$ cat src/rtl/manch_rx_pkg.sv
package manch_rx_pkg;

    typedef enum logic [2:0] {
        RX_ARMED,
        RX_PAUSE,
        RX_SEEK_FALL,
        RX_SEEK_RISE,
        RX_SETTLE
    } rx_state_t;

    function automatic int max3(input int a, input int b, input int c);
        int m;
        m = (a > b) ? a : b;
        return (m > c) ? m : c;
    endfunction

endpackage

$ cat src/rtl/manch_sync.sv
module manch_sync #(
    parameter int STAGES = 2
) (
    input  logic clk,
    input  logic rst_n,
    input  logic d_async,
    output logic q_sync
);
    logic [STAGES-1:0] chain;

    generate
        for (genvar g = 0; g < STAGES; g++) begin : g_stage
            if (g == 0) begin : g_first
                always_ff @(posedge clk or negedge rst_n) begin
                    if (!rst_n) chain[0] <= 1'b0;
                    else        chain[0] <= d_async;
                end
            end else begin : g_next
                always_ff @(posedge clk or negedge rst_n) begin
                    if (!rst_n) chain[g] <= 1'b0;
                    else        chain[g] <= chain[g-1];
                end
            end
        end
    endgenerate

    assign q_sync = chain[STAGES-1];
endmodule

$ cat src/rtl/manch_track.sv
module manch_track
    import manch_rx_pkg::*;
#(
    parameter int BIT_TICKS = 12,
    parameter int ARM_PAUSE = 2
) (
    input  logic clk,
    input  logic rst_n,
    input  logic enable,
    input  logic tick_en,
    input  logic line,
    output logic bit_stb,
    output logic bit_val,
    output logic flush
);
    localparam int SAMPLE_WAIT = (BIT_TICKS * 3) / 4;
    localparam int TIMEOUT     = 2 * BIT_TICKS;
    localparam int CNT_MAX     = max3(SAMPLE_WAIT, TIMEOUT, ARM_PAUSE);
    localparam int CW          = $clog2(CNT_MAX + 1);
    localparam logic [CW-1:0] PAUSE_LAST  = CW'(ARM_PAUSE - 1);
    localparam logic [CW-1:0] SAMPLE_LAST = CW'(SAMPLE_WAIT - 1);
    localparam logic [CW-1:0] TMO_LAST    = CW'(TIMEOUT - 1);

    rx_state_t st, st_nx;
    logic [CW-1:0] cnt, cnt_nx;
    logic rec, rec_v, drop;

    // next-state logic
    always_comb begin
        st_nx  = st;
        cnt_nx = cnt;
        rec    = 1'b0;
        rec_v  = 1'b0;
        drop   = 1'b0;
        if (!enable) begin
            st_nx  = RX_ARMED;
            cnt_nx = '0;
            drop   = 1'b1;
        end else if (tick_en) begin
            unique case (st)
                RX_ARMED: begin
                    if (line) begin
                        st_nx  = RX_PAUSE;
                        cnt_nx = '0;
                    end
                end
                RX_PAUSE: begin
                    if (cnt == PAUSE_LAST) begin
                        st_nx  = RX_SEEK_FALL;
                        cnt_nx = '0;
                    end else begin
                        cnt_nx = cnt + 1'b1;
                    end
                end
                RX_SEEK_FALL: begin
                    if (!line) begin
                        rec    = 1'b1;
                        rec_v  = 1'b0;
                        st_nx  = RX_SETTLE;
                        cnt_nx = '0;
                    end else if (cnt == TMO_LAST) begin
                        drop   = 1'b1;
                        st_nx  = RX_ARMED;
                        cnt_nx = '0;
                    end else begin
                        cnt_nx = cnt + 1'b1;
                    end
                end
                RX_SEEK_RISE: begin
                    if (line) begin
                        rec    = 1'b1;
                        rec_v  = 1'b1;
                        st_nx  = RX_SETTLE;
                        cnt_nx = '0;
                    end else if (cnt == TMO_LAST) begin
                        drop   = 1'b1;
                        st_nx  = RX_ARMED;
                        cnt_nx = '0;
                    end else begin
                        cnt_nx = cnt + 1'b1;
                    end
                end
                RX_SETTLE: begin
                    if (cnt == SAMPLE_LAST) begin
                        st_nx  = line ? RX_SEEK_FALL : RX_SEEK_RISE;
                        cnt_nx = '0;
                    end else begin
                        cnt_nx = cnt + 1'b1;
                    end
                end
                default: begin
                    st_nx  = RX_ARMED;
                    cnt_nx = '0;
                end
            endcase
        end
    end

    // state register
    always_ff @(posedge clk or negedge rst_n) begin
        if (!rst_n) begin
            st  <= RX_ARMED;
            cnt <= '0;
        end else begin
            st  <= st_nx;
            cnt <= cnt_nx;
        end
    end

    // outputs
    always_ff @(posedge clk or negedge rst_n) begin
        if (!rst_n) begin
            bit_stb <= 1'b0;
            bit_val <= 1'b0;
            flush   <= 1'b0;
        end else begin
            bit_stb <= rec;
            bit_val <= rec_v;
            flush   <= drop;
        end
    end

    p_disable_rearm_r8: assert property (@(posedge clk) disable iff (!rst_n)
        !enable |=> (st == RX_ARMED && flush));
    p_strobe_on_tick_r9: assert property (@(posedge clk) disable iff (!rst_n)
        bit_stb |-> ($past(tick_en) && $past(enable)));
    p_seek_bound_r7: assert property (@(posedge clk) disable iff (!rst_n)
        (st == RX_SEEK_FALL || st == RX_SEEK_RISE) |-> (cnt <= TMO_LAST));
    p_record_from_seek_r3: assert property (@(posedge clk) disable iff (!rst_n)
        bit_stb |-> ($past(st) == RX_SEEK_FALL || $past(st) == RX_SEEK_RISE));
endmodule

$ cat src/rtl/manch_pack.sv
module manch_pack #(
    parameter int WORD_W = 32
) (
    input  logic              clk,
    input  logic              rst_n,
    input  logic              bit_stb,
    input  logic              bit_val,
    input  logic              flush,
    output logic [WORD_W-1:0] word_data,
    output logic              word_valid,
    input  logic              word_ready,
    output logic              overflow
);
    localparam int FW = $clog2(WORD_W);
    localparam logic [FW-1:0] FILL_LAST = FW'(WORD_W - 1);

    logic [WORD_W-1:0] sreg;
    logic [FW-1:0]     fill;
    logic [WORD_W-1:0] sreg_nx;
    logic              done;

    assign sreg_nx = {bit_val, sreg[WORD_W-1:1]};
    assign done    = bit_stb && (fill == FILL_LAST);

    always_ff @(posedge clk or negedge rst_n) begin
        if (!rst_n) begin
            sreg <= '0;
            fill <= '0;
        end else if (flush) begin
            fill <= '0;
        end else if (bit_stb) begin
            sreg <= sreg_nx;
            fill <= done ? '0 : fill + 1'b1;
        end
    end

    always_ff @(posedge clk or negedge rst_n) begin
        if (!rst_n) begin
            word_data  <= '0;
            word_valid <= 1'b0;
            overflow   <= 1'b0;
        end else begin
            if (word_valid && word_ready) word_valid <= 1'b0;
            if (done) begin
                if (word_valid && !word_ready) begin
                    overflow <= 1'b1;
                end else begin
                    word_data  <= sreg_nx;
                    word_valid <= 1'b1;
                end
            end
        end
    end

    p_hold_word_r5: assert property (@(posedge clk) disable iff (!rst_n)
        (word_valid && !word_ready) |=> (word_valid && $stable(word_data)));
    p_overflow_sticky_r6: assert property (@(posedge clk) disable iff (!rst_n)
        overflow |=> overflow);
    p_overflow_keeps_r6: assert property (@(posedge clk) disable iff (!rst_n)
        $rose(overflow) |-> (word_valid && $stable(word_data)));
    p_no_mix_r4: assert property (@(posedge clk) disable iff (!rst_n)
        !(bit_stb && flush));
endmodule

$ cat src/rtl/manch_rx.sv
module manch_rx #(
    parameter int WORD_W      = 32,
    parameter int BIT_TICKS   = 12,
    parameter int ARM_PAUSE   = 2,
    parameter int SYNC_STAGES = 2
) (
    input  logic              clk,
    input  logic              rst_n,
    input  logic              enable,
    input  logic              tick_en,
    input  logic              line_in,
    output logic [WORD_W-1:0] word_data,
    output logic              word_valid,
    input  logic              word_ready,
    output logic              overflow
);
    logic line_s;
    logic bit_stb, bit_val, flush;

    manch_sync #(.STAGES(SYNC_STAGES)) u_sync (
        .clk     (clk),
        .rst_n   (rst_n),
        .d_async (line_in),
        .q_sync  (line_s)
    );

    manch_track #(.BIT_TICKS(BIT_TICKS), .ARM_PAUSE(ARM_PAUSE)) u_track (
        .clk     (clk),
        .rst_n   (rst_n),
        .enable  (enable),
        .tick_en (tick_en),
        .line    (line_s),
        .bit_stb (bit_stb),
        .bit_val (bit_val),
        .flush   (flush)
    );

    manch_pack #(.WORD_W(WORD_W)) u_pack (
        .clk        (clk),
        .rst_n      (rst_n),
        .bit_stb    (bit_stb),
        .bit_val    (bit_val),
        .flush      (flush),
        .word_data  (word_data),
        .word_valid (word_valid),
        .word_ready (word_ready),
        .overflow   (overflow)
    );
endmodule

$ cat config.mk
export PLATFORM = sky130hd
export DESIGN_NAME = manch_rx
export DESIGN_NICKNAME = d
export VERILOG_FILES = /design/src/rtl/manch_rx_pkg.sv /design/src/rtl/manch_sync.sv /design/src/rtl/manch_track.sv /design/src/rtl/manch_pack.sv /design/src/rtl/manch_rx.sv
export SDC_FILE = /design/constraint.sdc
export NUM_CORES = 1
export LEC_CHECK = 0
export ABC_AREA = 1
export BUFFER_PORTS_ARGS = -buffer_cell sky130_fd_sc_hd__buf_2
export CAP_MARGIN = 30
export CORE_ASPECT_RATIO = 1.1
export CORE_MARGIN = 10
export CORE_UTILIZATION = 50
export DETAILED_ROUTE_END_ITERATION = 10
export GPL_TIMING_DRIVEN = 1
export PLACE_DENSITY = 0.7
export SLEW_MARGIN = 25
export SYNTH_ARGS = -nofsm -noshare
export SYNTH_HDL_FRONTEND = slang
export SYNTH_SLANG_ARGS = --single-unit
$ cat constraint.sdc
create_clock -name clk -period 4.8 [get_ports clk]
set_input_delay 0.48 -clock clk [delete_from_list [all_inputs] [get_ports clk]]
set_output_delay 0.48 -clock clk [all_outputs]
set_load 0.02 [all_outputs]
Word-level counts from Yosys, hierarchy flattened
Index checks and enable logic that the tools add are counted.
Widths: inputs -> output; s select.
{"block": "totals", "regBits": 84, "latchBits": 0, "ramBits": 0, "rom_bits": 0, "inputBits": 6, "out_inout_bits": 34, "elab_cells": 78, "n_memories": 0}
{"block": "classes", "add_sub_neg": 2, "n_mul": 0, "div": 0, "order_cmp": 0, "n_eq_ne": 12, "shifts": 0, "n_mux": 39, "bitwise_logic": 2, "reduce_logical": 11}
{"operator": "$mux 5", "n": 11}
{"operator": "$pmux 5 s5", "n": 1}
{"operator": "$mux 3", "n": 8}
{"operator": "$mux 1", "n": 16}
{"operator": "$pmux 3 s5", "n": 1}
{"operator": "$add 5x1->5 const B", "n": 2}
{"operator": "$eq 5x5->1 const B", "n": 2}
{"operator": "$reduce_and 2->1", "n": 4}
{"operator": "$eq 3x2->1 const B", "n": 2}
{"operator": "$ne 3x2->1 const B", "n": 2}
{"operator": "$eq 5x1->1 const B", "n": 1}
{"operator": "$eq 5x4->1 const B", "n": 1}
{"operator": "$pmux 1 s2", "n": 2}
{"operator": "$reduce_and 4->1", "n": 1}
{"operator": "$eq 3x1->1 const B", "n": 1}
{"operator": "$eq 3x3->1 const B", "n": 1}
{"operator": "$logic_and 1x1->1", "n": 3}
{"operator": "$logic_not 3->1", "n": 1}
{"operator": "$ne 3x3->1 const B", "n": 1}
{"operator": "$ne 2x1->1 const B", "n": 1}
{"operator": "$not 1->1", "n": 2}
{"operator": "$reduce_bool 2->1", "n": 1}
{"operator": "$logic_not 1->1", "n": 1}

Depth between registers and ports, before layout
{"block": "depth", "depth_word": 6, "ltp_mapped": 11}

Hierarchy
From an unflattened synthesis, not the netlist that was laid out.
{"block": "hier_totals", "cells_unflattened": 383, "area_unflattened_um2": 3617.2}
{"module": "manch_pack", "n_inst": 1, "cells_each": 274, "area_each_um2": 2812.7, "seq_area_each_um2": 1751.7}
{"module": "manch_track", "n_inst": 1, "cells_each": 107, "area_each_um2": 754.5, "seq_area_each_um2": 275.3}
{"module": "manch_sync", "n_inst": 1, "cells_each": 2, "area_each_um2": 50.0, "seq_area_each_um2": 50.0}

Least setup slack after synthesis
Ideal clock, no wire load.
{"block": "synth_timing", "path_kind": "reg-to-reg", "start": "register u_pack.fill[0]", "end": "register u_pack.word_data[2]", "arrival_time_ns": 1.514, "required_time_ns": 4.675, "path_slack_ns": 3.161, "stages_incl_launch_ff": 9, "path_buffers": 0, "period_less_slack_ns": 1.639, "cell_sequence": "dfrtp_1 > ha_1 > nand2_1 > nor2_1 > ha_1 > nand2_1 > inv_1 > nand2_1 > mux2_2"}
{"block": "synth_via", "elab_chain_cells": 3}
{"item": "from (decl)", "line_no": "manch_pack.sv:18", "source": "logic [FW-1:0] fill;"}
{"item": "from (signal assigned)", "line_no": "manch_pack.sv:33", "source": "fill <= done ? '0 : fill + 1'b1;"}
{"item": "$eq 5x5->1", "line_no": "manch_pack.sv:23", "source": "assign done = bit_stb && (fill == FILL_LAST);"}
{"item": "$logic_and 1x1->1", "line_no": "manch_pack.sv:23"}
{"item": "$reduce_and 2->1 (no line)"}
{"item": "to (signal assigned)", "line_no": "manch_pack.sv:48", "source": "word_data <= sreg_nx;"}
{"item": "to (decl)", "line_no": "manch_pack.sv:9", "source": "output logic [WORD_W-1:0] word_data,"}
Every way passes these cells.
A chain may end at the register's enable or synchronous reset.

Worst setup path after layout
{"block": "layout_timing", "start": "register u_pack.fill[0]", "end": "register u_pack.word_data[31]"}
Same word-level chain as after synthesis.

==> run summary <==
The core region area is 6710 um^2. Setup repair after global routing left no endpoint under its margin. The hold buffer count at CTS is 0.

The die width came out at 99.7 um. In this run, the number of DRC markers left after iteration 0 of detailed routing was 87. The placement-stage worst setup slack is 2.50 ns. The critical register-to-register path endpoint is u_pack.word_data[31]. The maximum clock frequency came out at 0.459 GHz.

In the final layout, the share of cells above drive strength 1 is 0.182. The first detailed-routing pass ran for 4 iterations. TritonCTS built the clock tree. Averaged over all synthesized cells, the footprint is 9.24 um^2.

The share of the clock period used by the worst path after layout came out at 0.453. The share of the synthesized area in the top cell type is 0.594. For this design the static power due to leakage is 1.99 nW. The congestion estimate from routability-driven global placement came to 0.840.

The number of buffers created by CTS is 9. Leaving out fill and tap cells, the most frequent cells in the layout are nand2_1, dfrtp_1, o21ai_0. The number of max-cap violations came out at 0. The power density relative to cell area is 338 nW/um^2. The final layout contains routed wiring with a total length of 6.09 mm. The remaining design rule violation count is 0. Once layout is complete, the utilization of the core stands at 0.600. The most common cell after layout, fill and taps aside is nand2_1. The endpoint kind of the worst setup timing path is a flop. Ranked by total cell area, the synthesized netlist is headed by dfrtp_1, nand2_1, o21ai_0. The clock latency on the worst-skew pair came out at 0.35 ns. The total overflow left after global routing is 0. The cell count of the worst reg-to-reg path is 9. The clock-pin slew of the registers on the worst-case setup and hold paths came out at 0.08 ns. The repair_antennas step left the layout with diodes totalling 0. The per-cell routed wire length came out at 12.1 um. The number of global-route vias before repair was 2,374. The buffer type at the clock tree root is clkbuf_8. The summed instance area of the synthesized netlist came out at 3490 um^2. The critical path data required time came out at 5.04 ns. In the final timing run, aggregate negative setup slack is 0 ns. The final layout contains 428 nets.

The total half-perimeter wirelength after legalization and detailed placement came out at 4.21 mm. After technology mapping, the gate count stands at 378. The global-route usage over all layers is 0.121. Setup slack on the critical path of the routed design comes to 2.62 ns. The largest fanout on the critical path came out at 32. The total number of vias is 2,441. The sequential cell area fraction in the yosys report came out at 0.594. The max-slew violation count is 0. The maximum number of pins on one net before global-route repair is 63. The flow ran to the end, and the final reports show no timing, DRC or antenna violations. The number of setup violations in the final report is 0. The post-route antenna net violation count is 0. The total number of yosys warnings came out at 0.

Input and output buffers added on the ports amount to 39. For this configuration, the core starts out at a cell density of 0.521. The register-to-register setup slack came out at 2.62 ns. The number of endpoints with negative hold slack in the final report was 0. In this run the tightest slew margin relative to its limit is 0.650. The die extent in y came out at 108 um.

The setup skew after layout came out at 0.0112 ns. The worst register-to-register path begins at u_pack.fill[0]. The total I/O pin count came out at 40. The maximum buffer depth of the clock tree came out at 2. The min-delay analysis places its worst path in the category in2async.

Summed over all instances, the cell type with the most area after synthesis is dfrtp_1. The transition at the pin with the smallest max-transition slack is 0.522 ns. The worst hold margin is 0.105 ns. The die footprint is 10,700 um^2. The H-tree was split into 3 levels. The count of standard-cell rows came out at 31.

Gates resized during post-CTS repair numbered 0. The number of nets produced by synthesis came out at 389. By startpoint and endpoint, the worst setup path is classified as reg2reg. Counting distinct cell types in the post-synthesis netlist gives 30. VDD sags by at most 0.184 mV. STA classifies the critical path startpoint as a flop. The number of antenna violations at the first check in global routing is 0. At the worst endpoint, the arrival time is 2.41 ns. In the routed layout, each cell is associated on average with a via count of 4.84. The wire length of the first global-routing pass came out at 10.8 mm. The flop and latch count out of synthesis is 83.

The setup fix buffers added after clock tree synthesis came out at 0. After layout, the minimum clock period comes to 2.18 ns. The area overhead of the layout relative to synthesis came out at 15.3%. The clock sink total came out at 83.
## power by group
group          leakage [nW]  internal, mW  switching (mW)
clock network         0.120         0.337           0.238
logic                 0.718        0.0225          0.0522
registers              1.15         0.704         0.00926
## critical path, cell delays in order (launching register included)
cell and delay [ns]:
dfrtp_1 0.40, ha_1 0.23, nand2_1 0.07, nor2_1 0.04
ha_1 0.20, nand2_1 0.10, inv_1 0.06, nand2_2 0.40
buf_16 0.23, mux2_2 0.34
## cells by family after synthesis
family | Yosys count | share of synthesized area
muxes | 3 | 0.00931
and+or+nand+nor | 137 | 0.168
adders and majority gates | 5 | 0.0179
DFF | 83 | 0.594
buffers and inverters | 71 | 0.0838
xor gates and xnor gates | 4 | 0.0100
AOI/OAI and AO/OA | 75 | 0.117
## metrics by stage
stage          power [mW]  cell area (um^2)  std cells
2_1_floorplan       0.778              3490        378
3_3_place_gp        0.799              3720        485
3_5_place_dp        0.803              3760        487
4_1_cts              1.38              4000        503
5_1_grt              1.42              4030        504
6_report             1.36              4030        504
## layout make-up
| class | count | area, um^2 |
|---|---|---|
| clock inverter | 3 | 68.8 |
| inverter | 57 | 214 |
| timing repair buffer | 42 | 265 |
| sequential | 83 | 2080 |
| multi-input combinational | 224 | 1130 |
| tap | 82 | 103 |
| fill | 603 | 2680 |
| clock buffer | 13 | 169 |
## cell usage after synthesis
master    instances
dfrtp_1          83
nand3_2           1
mux2i_1           1
nand3_1          13
buf_2             6
nor3_1            1
inv_1            55
xnor2_1           2
nor2_2            2
a21oi_2           1
o31ai_1           1
o21ai_2           3
o21ai_4           1
mux2_2            2
buf_6             1
clkbuf_1          6
o22ai_1           2
nor2_4            2
or2_2             1
buf_8             1
nand2_2           3
o21ai_0          66
nor2_1            9
ha_1              5
o21bai_1          1
inv_2             2
nand4_1           4
xor2_1            2
nand2_1         100
nand2_4           1
## registers in the layout (all words and copies together), names as in the netlist
name,count
u_pack.sreg,31
u_track.bit_val,1
u_track.cnt,5
u_sync.q_sync,1
u_pack.word_data,32
u_pack.fill,5
u_track.st,3
u_pack.word_valid,1
u_sync.chain,1
u_track.flush,1
u_pack.overflow,1
u_track.bit_stb,1
## worst max path at each step
stage	depth (start not counted)	end	start	slack, ns
after floorplan	8	u_pack.word_data[2]	u_pack.fill[0]	3.16
after global placement	8	u_pack.word_data[31]	u_pack.fill[0]	2.54
after detailed placement	8	u_pack.word_data[31]	u_pack.fill[0]	2.50
after CTS	8	u_pack.word_data[31]	u_pack.fill[0]	2.50
after global routing	9	u_pack.word_data[31]	u_pack.fill[0]	2.44
final	9	u_pack.word_data[31]	u_pack.fill[0]	2.62
## layer usage
metal / vias up / share of wire / global-route usage
li1: 1260 / - / -
met1: 1128 / 0.47 / 0.141
met2: 42 / 0.46 / 0.196
met3: 11 / 0.051 / 0.0392
met4: 0 / 0.017 / 0.0615
met5: - / 0 / 0
Power figures use the tool's default switching activity.
